`src/rtl/halfstep_pkg.sv`:
```
package halfstep_pkg;
   // Default slice width; a full word is always two slices.
   localparam int unsigned DEF_HALF_W = 16;
   localparam int unsigned SLICES     = 2;
endpackage

```
`src/rtl/hs_slice_add.sv`:
```
// One bit-slice adder with carry in and carry out; combinational.
module hs_slice_add #(
   parameter int unsigned W          = 16,
   parameter bit          USE_RIPPLE = 1'b0
) (
   input  logic [W-1:0] a,
   input  logic [W-1:0] b,
   input  logic         cin,
   output logic [W-1:0] sum,
   output logic         cout
);
   generate
      if (USE_RIPPLE) begin : g_ripple
         logic [W:0] c;
         assign c[0] = cin;
         for (genvar i = 0; i < W; i++) begin : g_bit
            assign sum[i]   = a[i] ^ b[i] ^ c[i];
            assign c[i+1]   = (a[i] & b[i]) | (c[i] & (a[i] ^ b[i]));
         end
         assign cout = c[W];
      end else begin : g_behav
         logic [W:0] wide;
         assign wide = {1'b0, a} + {1'b0, b} + {{W{1'b0}}, cin};
         assign sum  = wide[W-1:0];
         assign cout = wide[W];
      end
   endgenerate
endmodule

```
`src/rtl/hs_op_select.sv`:
```
// Picks a slice operand from the issue port or from the last result.
module hs_op_select #(
   parameter int unsigned W = 16
) (
   input  logic         use_fwd,
   input  logic [W-1:0] own,
   input  logic [W-1:0] fwd,
   output logic [W-1:0] op
);
   assign op = use_fwd ? fwd : own;
endmodule

```
`src/rtl/halfstep_adder.sv`:
```
module halfstep_adder
   import halfstep_pkg::*;
#(
   parameter int unsigned HALF_W     = DEF_HALF_W,
   parameter bit          USE_RIPPLE = 1'b0
) (
   input  logic                clk,
   input  logic                rst,
   input  logic                iss_vld,
   input  logic [2*HALF_W-1:0] iss_a,
   input  logic [2*HALF_W-1:0] iss_b,
   input  logic                iss_fwd_a,
   input  logic                iss_fwd_b,
   output logic                lo_vld,
   output logic [HALF_W-1:0]   lo_res,
   output logic                hi_vld,
   output logic [HALF_W-1:0]   hi_res,
   output logic                hi_cout
);
   localparam int unsigned WORD_W = SLICES * HALF_W;

   generate
      if (HALF_W < 2) begin : g_bad_width
         $error("halfstep_adder: HALF_W must be at least 2");
      end
   endgenerate

   // ---------------- slice 1: low half ----------------
   logic [HALF_W-1:0] s1_a, s1_b, s1_sum;
   logic              s1_c;

   hs_op_select #(.W(HALF_W)) u_sel_alo (
      .use_fwd(iss_fwd_a), .own(iss_a[HALF_W-1:0]), .fwd(lo_res), .op(s1_a));
   hs_op_select #(.W(HALF_W)) u_sel_blo (
      .use_fwd(iss_fwd_b), .own(iss_b[HALF_W-1:0]), .fwd(lo_res), .op(s1_b));

   hs_slice_add #(.W(HALF_W), .USE_RIPPLE(USE_RIPPLE)) u_add_lo (
      .a(s1_a), .b(s1_b), .cin(1'b0), .sum(s1_sum), .cout(s1_c));

   logic [HALF_W-1:0] ahi_q, bhi_q;
   logic              fa_q, fb_q, c_q;

   always_ff @(posedge clk) begin
      if (rst) begin
         lo_vld <= 1'b0;
         lo_res <= '0;
         c_q    <= 1'b0;
         ahi_q  <= '0;
         bhi_q  <= '0;
         fa_q   <= 1'b0;
         fb_q   <= 1'b0;
      end else begin
         lo_vld <= iss_vld;
         if (iss_vld) begin
            lo_res <= s1_sum;
            c_q    <= s1_c;
            ahi_q  <= iss_a[WORD_W-1:HALF_W];
            bhi_q  <= iss_b[WORD_W-1:HALF_W];
            fa_q   <= iss_fwd_a;
            fb_q   <= iss_fwd_b;
         end
      end
   end

   // ---------------- slice 2: high half ----------------
   logic [HALF_W-1:0] s2_a, s2_b, s2_sum;
   logic              s2_c;

   hs_op_select #(.W(HALF_W)) u_sel_ahi (
      .use_fwd(fa_q), .own(ahi_q), .fwd(hi_res), .op(s2_a));
   hs_op_select #(.W(HALF_W)) u_sel_bhi (
      .use_fwd(fb_q), .own(bhi_q), .fwd(hi_res), .op(s2_b));

   hs_slice_add #(.W(HALF_W), .USE_RIPPLE(USE_RIPPLE)) u_add_hi (
      .a(s2_a), .b(s2_b), .cin(c_q), .sum(s2_sum), .cout(s2_c));

   always_ff @(posedge clk) begin
      if (rst) begin
         hi_vld  <= 1'b0;
         hi_res  <= '0;
         hi_cout <= 1'b0;
      end else begin
         hi_vld <= lo_vld;
         if (lo_vld) begin
            hi_res  <= s2_sum;
            hi_cout <= s2_c;
         end
      end
   end

   // ---------------- assertions ----------------

   lo_follows_issue_chk: assert property (@(posedge clk) disable iff (rst)
      iss_vld |=> lo_vld);

   lo_idle_chk: assert property (@(posedge clk) disable iff (rst)
      !iss_vld |=> !lo_vld);

   hi_follows_lo_chk: assert property (@(posedge clk) disable iff (rst)
      lo_vld |=> hi_vld);

   lo_hold_chk: assert property (@(posedge clk) disable iff (rst)
      !iss_vld |=> $stable(lo_res));

   hi_hold_chk: assert property (@(posedge clk) disable iff (rst)
      !lo_vld |=> ($stable(hi_res) && $stable(hi_cout)));
endmodule

```
`config.mk`:
```
export PLATFORM = sky130hd
export DESIGN_NAME = halfstep_adder
export DESIGN_NICKNAME = d
export VERILOG_FILES = /design/src/rtl/halfstep_pkg.sv /design/src/rtl/hs_slice_add.sv /design/src/rtl/hs_op_select.sv /design/src/rtl/halfstep_adder.sv
export SDC_FILE = /design/constraint.sdc
export NUM_CORES = 1
export LEC_CHECK = 0
export BUFFER_PORTS_ARGS = -buffer_cell sky130_fd_sc_hd__buf_2
export CAP_MARGIN = 20
export CORE_MARGIN = 1.5
export CORE_UTILIZATION = 41
export DETAILED_ROUTE_END_ITERATION = 7
export GPL_TIMING_DRIVEN = 0
export SLEW_MARGIN = 20
export SYNTH_ARGS = -nofsm -noshare
export SYNTH_HDL_FRONTEND = slang
export SYNTH_SLANG_ARGS = --single-unit
```
`constraint.sdc`:
```
create_clock -name clk -period 6.4 [get_ports clk]
set_input_delay 0.64 -clock clk [delete_from_list [all_inputs] [get_ports clk]]
set_output_delay 0.64 -clock clk [all_outputs]
set_load 0.01 [all_outputs]
```
* Yosys cells after proc, flatten, opt, wreduce, memory -nomap -nowiden
Cells that the tools add are included. W data, S select, Z words.
Word-level totals: input port bits 69, register bits after elaboration 70, logic and storage cells 17, output and inout port bits 35
Operators by class: multiplexer cells 4, add/sub/neg operators 3
Operators with widths (number):
- $mux W16 | 4
- $add A16 B16 Y17 | 2
- $add A17 B1 Y17 | 1

* Logic depth before layout (Yosys ltp)
Gate-level depths: netlist of the first run.
word-level depth 3, mapped depth 11, gate-level depth less buffers 9

* Hierarchy
From an unflattened synthesis of the first run, not the netlist that was laid out.
Unflattened totals: cells, all modules 477, area total of the unflattened synthesis 4956.0 µm²
Modules (own cells, without submodules):
- halfstep_adder | seq. area each 1401.3 µm², times used 1, area an instance 2499.9 µm², cells each 225
- hs_op_select | seq. area each 0.0 µm², times used 4, area an instance 249.0 µm², cells each 18
- hs_slice_add (u_add_hi) | seq. area each 0.0 µm², times used 1, area an instance 733.2 µm², cells each 89
- hs_slice_add (u_add_lo) | seq. area each 0.0 µm², times used 1, area an instance 726.9 µm², cells each 91

* Worst setup path after synthesis of the first run
Ideal clock, no wire load.
path kind in2reg, from input iss_fwd_b, to register lo_res[10], cell stages on the path 11, arrival 3.534 ns, slack 2.804 ns, buffers on the path 2, setup time 0.062 ns, data required time 6.338 ns, path through clkbuf_1 > clkbuf_1 > mux2_2 > ha_1 > fa_1 > a211oi_1 > o21a_1 > nor3_1 > or2_1 > a2111o_1 > nand3_1
On the way: longest elaborated chain between the ends 2
Ends and longest elaborated chain:
- start: declaration | line halfstep_adder.sv:13 | input logic iss_fwd_b,
- $mux W16 | line hs_op_select.sv:10 | assign op = use_fwd ? fwd : own;
- $add A16 B16 Y17 | line hs_slice_add.sv:23 | assign wide = {1'b0, a} + {1'b0, b} + {{W{1'b0}}, cin};
- end signal: assignment | line halfstep_adder.sv:55 | lo_res <= s1_sum;
- end: declaration | line halfstep_adder.sv:15 | output logic [HALF_W-1:0] lo_res,
Every way passes these cells. A chain may end at the register's enable or synchronous reset.

* Worst setup path in the final report of the first run
Same ends and word-level chain as after synthesis.

==> impl_metrics.py, run 1 <==
metrics = {
    "place": {
        "placed_cell_area_sq_um": 5540,
        "gp_congestion": 0.915,
        "hpwl_mm": 9.67,
        "place.port_buffers": 100,
    },
    "yosys": {
        "syn_avg_cell_area_sq_um": 9.14,
        "async_flop_share_pct": 0,
        "ys_top_cells_by_area": "dfxtp_1 29%, mux2_2 15%, mux2i_1 9.9%",
        "yosysTopAreaCellShare_pct": 28.9,
        "synth_ff_type": "dfxtp_1",
        "ys_seq_area_share_pct": 28.9,
        "yosysTopAreaCell": "dfxtp_1",
        "ys_ff_latch": 70,
        "yosysMostFrequentCell": "nor2_1",
        "syn_inst": 531,
        "synthTopCellsByCount": "72 x nor2_1, 70 x dfxtp_1, 64 x mux2_2",
        "ys_warn_count": 0,
        "synth_edf_count": 0,
        "syn-num-nets": 634,
        "syn_area_sq_um": 4860,
        "ys_types": 64,
    },
    "routing": {
        "dr.pass1.iters": 5,
        "vias": 4364,
        "wl_per_cell_um": 16.3,
        "wl_met1_mm": 5.93,
        "wirelength_mm": 12.9,
        "routed-wl-met3_um": 605,
        "drc": 0,
        "wl_met2_mm": 6.15,
        "via_per_inst": 5.52,
        "top_layer": "met4",
        "ant_nets": 0,
        "drt_iter0_drc": 176,
    },
    "grt": {
        "grt.total_usage_pct": 21.0,
        "grt_first_pass_wirelength_mm": 21.2,
        "grt_pass1_vias": 4318,
        "gr-total-overflow": 0,
        "antenna_found_initial": 0,
        "grt_max_degree": 14,
    },
    "critical_path": {
        "cp_cell_sequence": "clkbuf_1, clkbuf_1, mux2_2, ha_1, fa_1, a211oi_1, o21a_1, nor3_1, or2_1, a2111o_1, nand3_1",
        "cp.buffers_inverters": 2,
        "cpMostUsedCell": "clkbuf_1",
        "cp.required_ns": 6.67,
        "crit_slowest_cell": "clkbuf_1",
        "max_stage_delay_ns": 0.59,
        "endpoint_kind": "flop",
        "critPathKind": "in2reg",
        "arrival_ns": 4.09,
        "cp_top_family": "compound AO/OA/AOI/OAI gates",
        "critPathLaunchType": "primary input",
        "worstPathMaxFanout": 10,
    },
    "sta": {
        "fin_crit_sh_pct": 59.6,
        "setup_violations": 0,
        "hold_violations": 0,
        "fmax_mhz": 262,
        "post-route-min-period_ns": 3.81,
        "whs_ns": 0.492,
        "rsz0062_at_grt": "no",
        "skew_ns": 0.00634,
        "finalSetupTns_ns": 0,
        "max_slew.worst_pin.slew_ns": 0.921,
        "slew_headroom_pct": 38.6,
        "drv_slew": 0,
    },
    "cells_and_area": {
        "design_area_sq_um": 5910,
        "nets": 745,
        "drive_above_1_share_pct": 30.6,
        "insertedDiodeCount": 0,
        "area.growth.synth_to_final_pct": 21.6,
    },
    "power": {
        "p_leak_nw": 2.72,
        "power.density_nw_per_um2": 265,
        "ir_drop_mv": 0.133,
    },
    "floorplan": {
        "chipWidth_um": 112,
        "ios": 104,
        "core_region_area_sq_um": 11500,
        "die_area_sq_um": 12500,
        "initial_core_util_pct": 42.3,
        "dieHeight_um": 112,
        "rows": 39,
    },
    "outcome": {
        "outcome": "finished, final reports clean",
    },
    "job": {
        "cap_violations": 0,
    },
    "cts": {
        "clock_latency_ns": 0.33,
        "h-tree-depth": 3,
        "cts_tree": "built",
        "ctsResizeCount": 0,
        "cts-buffers-inserted": 9,
        "clock_sinks": 70,
        "cts.clk_slew.worst_paths_ns": 0.06,
        "post_cts.repair.setup_buffers": 0,
        "cts_hold_buf": 0,
        "clock_path_buffers": 2,
        "cts_root_buf": "clkbuf_16",
    },
    "worst_hold_path": {
        "worst_hold_path_type": "reg2reg",
    },
}
[final timing paths]
kind	startpoint	end	slack, ns	depth (start not counted)
setup / recovery	iss_fwd_b	lo_res[10]$_SDFFE_PP0P_	2.59	11
hold / removal	ahi_q[10]$_SDFFE_PP0P_	ahi_q[10]$_SDFFE_PP0P_	0.49	2
setup reg to reg	fb_q$_SDFFE_PP0P_	hi_res[14]$_SDFFE_PP0P_	2.69	11
hold reg to reg	ahi_q[10]$_SDFFE_PP0P_	ahi_q[10]$_SDFFE_PP0P_	0.49	2
[metrics by stage]
stage	power, W	cells	util (%)	setup WS [ns]
6_report	0.00157	790	51.5	2.59
3_5_place_dp	0.000951	774	48.3	2.20
4_1_cts	0.00158	790	51.5	2.54
2_1_floorplan	0.000827	531	-	2.80
5_1_grt	0.00166	790	51.5	2.33
3_3_place_gp	0.000942	774	48.3	2.29
[worst reg2reg max path, stage by stage, from the launching register on]
cell and delay (ns):
dfxtp_1 0.31, clkbuf_1 0.41, clkbuf_1 0.56, mux2_2 0.42
ha_1 0.31, buf_6 0.14, a21o_1 0.19, a31o_1 0.23
a211oi_2 0.33, a31oi_4 0.14, and4bb_1 0.20, or3_1 0.35
[area by class of cell]
cell class / instances / area [sq um]
timing repair buffer: 100 / 500
clock buffer: 9 / 225
buffer: 33 / 140
sequential: 70 / 1400
tap: 143 / 179
fill: 1093 / 5560
multi-input combinational: 424 / 3300
clock inverter: 7 / 145
inverter: 4 / 15.0
[sequential cells by signal (all words and copies together) (netlist names), 16 cells and up]
| register | cells |
|---|---|
| bhi_q | 16 |
| lo_res | 16 |
| ahi_q | 16 |
| hi_res | 16 |
[metal layers]
metal | GRT usage [%] | up-vias
met2 | 35.9 | 123
li1 | - | 2170
met5 | 0 | -
met4 | 7.68 | 0
met1 | 27.3 | 2052
met3 | 2.56 | 19
[cell families after synthesis]
logic type | after synthesis | synth area share, %
AOI/OAI and AO/OA | 102 | 14.7
muxes | 112 | 24.7
adders and majority gates | 34 | 9.22
buffers and inverters | 37 | 3.19
and+or+nand+nor | 162 | 16.7
DFF | 70 | 28.9
xor gates and xnor gates | 14 | 2.53
[report_power, final]
group	switching, W	internal (W)	total, W
registers	0.0000309	0.000475	0.000506
logic	0.000237	0.000202	0.000439
clock network	0.000200	0.000422	0.000622
total	0.000468	0.00110	0.00157
[cell usage in the layout, fill, tap and decap left out, types with 9 or more instances in the layout]
cell         n
a21o_1       9
a21oi_1     23
buf_2      104
clkbuf_1    26
clkbuf_16    9
dfxtp_1     70
ha_1        31
mux2_2      64
mux2i_1     48
nand2_1     24
nand2b_1     9
nor2_1      72
nor3b_1     15
o21ai_0     14
xnor2_1     13
Power figures use the tool's default switching activity.
==> run 2: changes to the inputs <==
Settings changed: ABC_AREA set to 1.
Clock period 6.4 ns to 3.55 ns, I/O delays scaled along.
==> impl_metrics.py, run 2 <==
metrics = {
    "sta": {
        "slew_headroom_pct": 53.4,
        "fmax_mhz": 359,
        "worst_slack_ns": 0.762,
        "setup_violations": 0,
        "skew_ns": 0.0134,
        "rsz0062_at_grt": "no",
        "hold_violations": 0,
        "finalSetupTns_ns": 0,
        "post-route-min-period_ns": 2.79,
        "fin_crit_sh_pct": 78.5,
        "drv_slew": 0,
        "max_slew.worst_pin.slew_ns": 0.699,
    },
    "yosys": {
        "ys_ff_latch": 70,
        "synth_compound_area_share_pct": 16.7,
        "synth_edf_count": 0,
        "syn_inst": 831,
        "syn_avg_cell_area_sq_um": 6.14,
        "synthXorXnorAreaFrac_pct": 1.72,
        "syn-num-nets": 934,
        "yosysTopAreaCellShare_pct": 27.5,
        "yosysMostFrequentCell": "nand2_1",
        "ys_warn_count": 0,
        "ys_seq_area_share_pct": 27.5,
        "synth_ff_type": "dfxtp_1",
        "muxShareOfSynthArea_pct": 1.76,
        "synth-simple-area-share_pct": 30.3,
        "synthTopCellsByCount": "167 x nand2_1, 137 x nor2_1, 127 x inv_1",
        "yosys.area_share.adder_pct": 8.77,
        "async_flop_share_pct": 0,
        "syn_area_sq_um": 5100,
        "ys_top_cells_by_area": "dfxtp_1 27%, nand2_1 12%, nor2_1 10%",
        "synth_top_family_by_area": "simple AND/OR/NAND/NOR gates",
        "ys_types": 29,
        "yosysTopAreaCell": "dfxtp_1",
    },
    "cts": {
        "ctsResizeCount": 0,
        "clock_path_buffers": 2,
        "cts-buffers-inserted": 9,
        "cts.clk_slew.worst_paths_ns": 0.06,
        "h-tree-depth": 3,
        "post_cts.repair.setup_buffers": 0,
        "cts_root_buf": "clkbuf_16",
        "clock_latency_ns": 0.35,
        "cts_tree": "built",
        "clock_sinks": 70,
        "cts_hold_buf": 0,
    },
    "power": {
        "total_power_w": 0.00281,
        "power.density_nw_per_um2": 458,
        "p_leak_nw": 3.33,
        "ir_drop_mv": 0.237,
    },
    "critical_path": {
        "critPathLaunchType": "flop",
        "worstPathMaxFanout": 10,
        "arrival_ns": 3.03,
        "cp_cell_sequence": "clkbuf_1, clkbuf_1, o21ai_1, fa_1, fa_1, nand2_2, nand3_2, nand3_2, nand2_2, nand2_1, nand2_1, nand2_1, nand3_1, nand2_1, inv_1",
        "cpMostUsedCell": "nand2_1",
        "max_stage_delay_ns": 0.48,
        "worstRegToRegCells": 15,
        "endpoint_kind": "flop",
        "cp.required_ns": 3.79,
        "crit_slowest_cell": "fa_1",
        "critPathKind": "reg2reg",
    },
    "grt": {
        "grt.total_usage_pct": 23.6,
        "grt_first_pass_wirelength_mm": 24.0,
        "gr-total-overflow": 0,
        "grt_pass1_vias": 5117,
        "grt_max_degree": 13,
        "antenna_found_initial": 0,
    },
    "routing": {
        "ant_nets": 0,
        "drt_iter0_drc": 257,
        "routed-wl-met3_um": 455,
        "wirelength_mm": 14.7,
        "vias": 5255,
        "wl_met2_mm": 7.38,
        "wl_met1_mm": 6.40,
        "via_per_inst": 4.71,
        "top_layer": "met4",
        "drc": 0,
        "wl_per_cell_um": 13.1,
        "dr.pass1.iters": 4,
    },
    "cells_and_area": {
        "fill_cells": 1351,
        "nets": 1045,
        "final_common_cell": "nand2_1",
        "drive_above_1_share_pct": 18.3,
        "insertedDiodeCount": 0,
        "area.growth.synth_to_final_pct": 20.1,
        "layout_common_cells": "167 x nand2_1, 137 x nor2_1, 127 x inv_1, 111 x buf_2, 97 x a21oi_1",
    },
    "place": {
        "post-place-ws_ns": 0.759,
        "hpwl_mm": 11.5,
        "gp_congestion": 0.926,
        "place.port_buffers": 100,
    },
    "job": {
        "cap_violations": 0,
    },
    "floorplan": {
        "core_region_area_sq_um": 12100,
        "die_area_sq_um": 13100,
        "ios": 104,
        "chipWidth_um": 115,
        "initial_core_util_pct": 42.3,
        "rows": 40,
        "dieHeight_um": 115,
    },
    "worst_hold_path": {
        "hold_depth": 3,
        "worst_hold_path_type": "in2reg",
    },
    "outcome": {
        "outcome": "finished, final reports clean",
    },
}
run 2: final timing paths:
path                         startpoint                 endpoint  slack (ns)
hold / removal                iss_b[26]   bhi_q[10]$_SDFFE_PP0P_        0.23
setup / recovery      fb_q$_SDFFE_PP0P_  hi_res[10]$_SDFFE_PP0P_        0.76
hold reg to reg   ahi_q[1]$_SDFFE_PP0P_    ahi_q[1]$_SDFFE_PP0P_        0.45
setup reg to reg      fb_q$_SDFFE_PP0P_  hi_res[10]$_SDFFE_PP0P_        0.76
run 2: worst max-delay path, delay by kind of cell, from the launching register on:
kind | cells | cell delay (ns)
buffers and inverters | 3 | 0.62
AND/OR/NAND/NOR | 9 | 0.66
adder cells (fa/ha/maj) | 2 | 0.92
flip-flops | 1 | 0.30
AO/OA/AOI/OAI | 1 | 0.18
run 2: kinds of logic (layout without fill, tap and decap cells):
family / after synthesis / count (layout)
DFF: 70 / 70
and+or+nand+nor: 368 / 368
adders and majority gates: 34 / 34
xor gates and xnor gates: 10 / 10
muxes: 8 / 8
buffers and inverters: 174 / 290
AOI/OAI and AO/OA: 167 / 167
run 2: routing by layer:
| layer | GRT usage, % | vias up |
|---|---|---|
| li1 | - | 2829 |
| met2 | 44.0 | 99 |
| met3 | 4.18 | 24 |
| met1 | 26.6 | 2303 |
| met5 | 0 | - |
| met4 | 8.92 | 0 |
run 2: area by class of cell:
type                       instances  area, sq um  share of cell area [%]
buffer                            35          154                    2.51
inverter                         139          522                    8.51
clock inverter                     5         83.8                    1.37
sequential                        70         1400                    22.9
clock buffer                      11          233                    3.80
tap                              168          210                    3.43
multi-input combinational        587         3030                    49.4
timing repair buffer             100          500                    8.16
run 2: per-stage QoR:
step | instance area, sq um | util (%) | cells | hold slack [ns]
4_1_cts | 6130 | 50.8 | 1115 | 0.225
3_5_place_dp | 5820 | 48.2 | 1099 | 0.447
2_1_floorplan | 5100 | - | 831 | 0.428
5_1_grt | 6130 | 50.8 | 1115 | 0.241
3_3_place_gp | 5820 | 48.2 | 1099 | 0.441
6_report | 6130 | 50.8 | 1115 | 0.229
run 2: where the power goes:
part | internal [W] | total [W] | switching [W]
clock network | 0.000617 | 0.000983 | 0.000366
logic | 0.000348 | 0.000931 | 0.000584
registers | 0.000854 | 0.000893 | 0.0000383
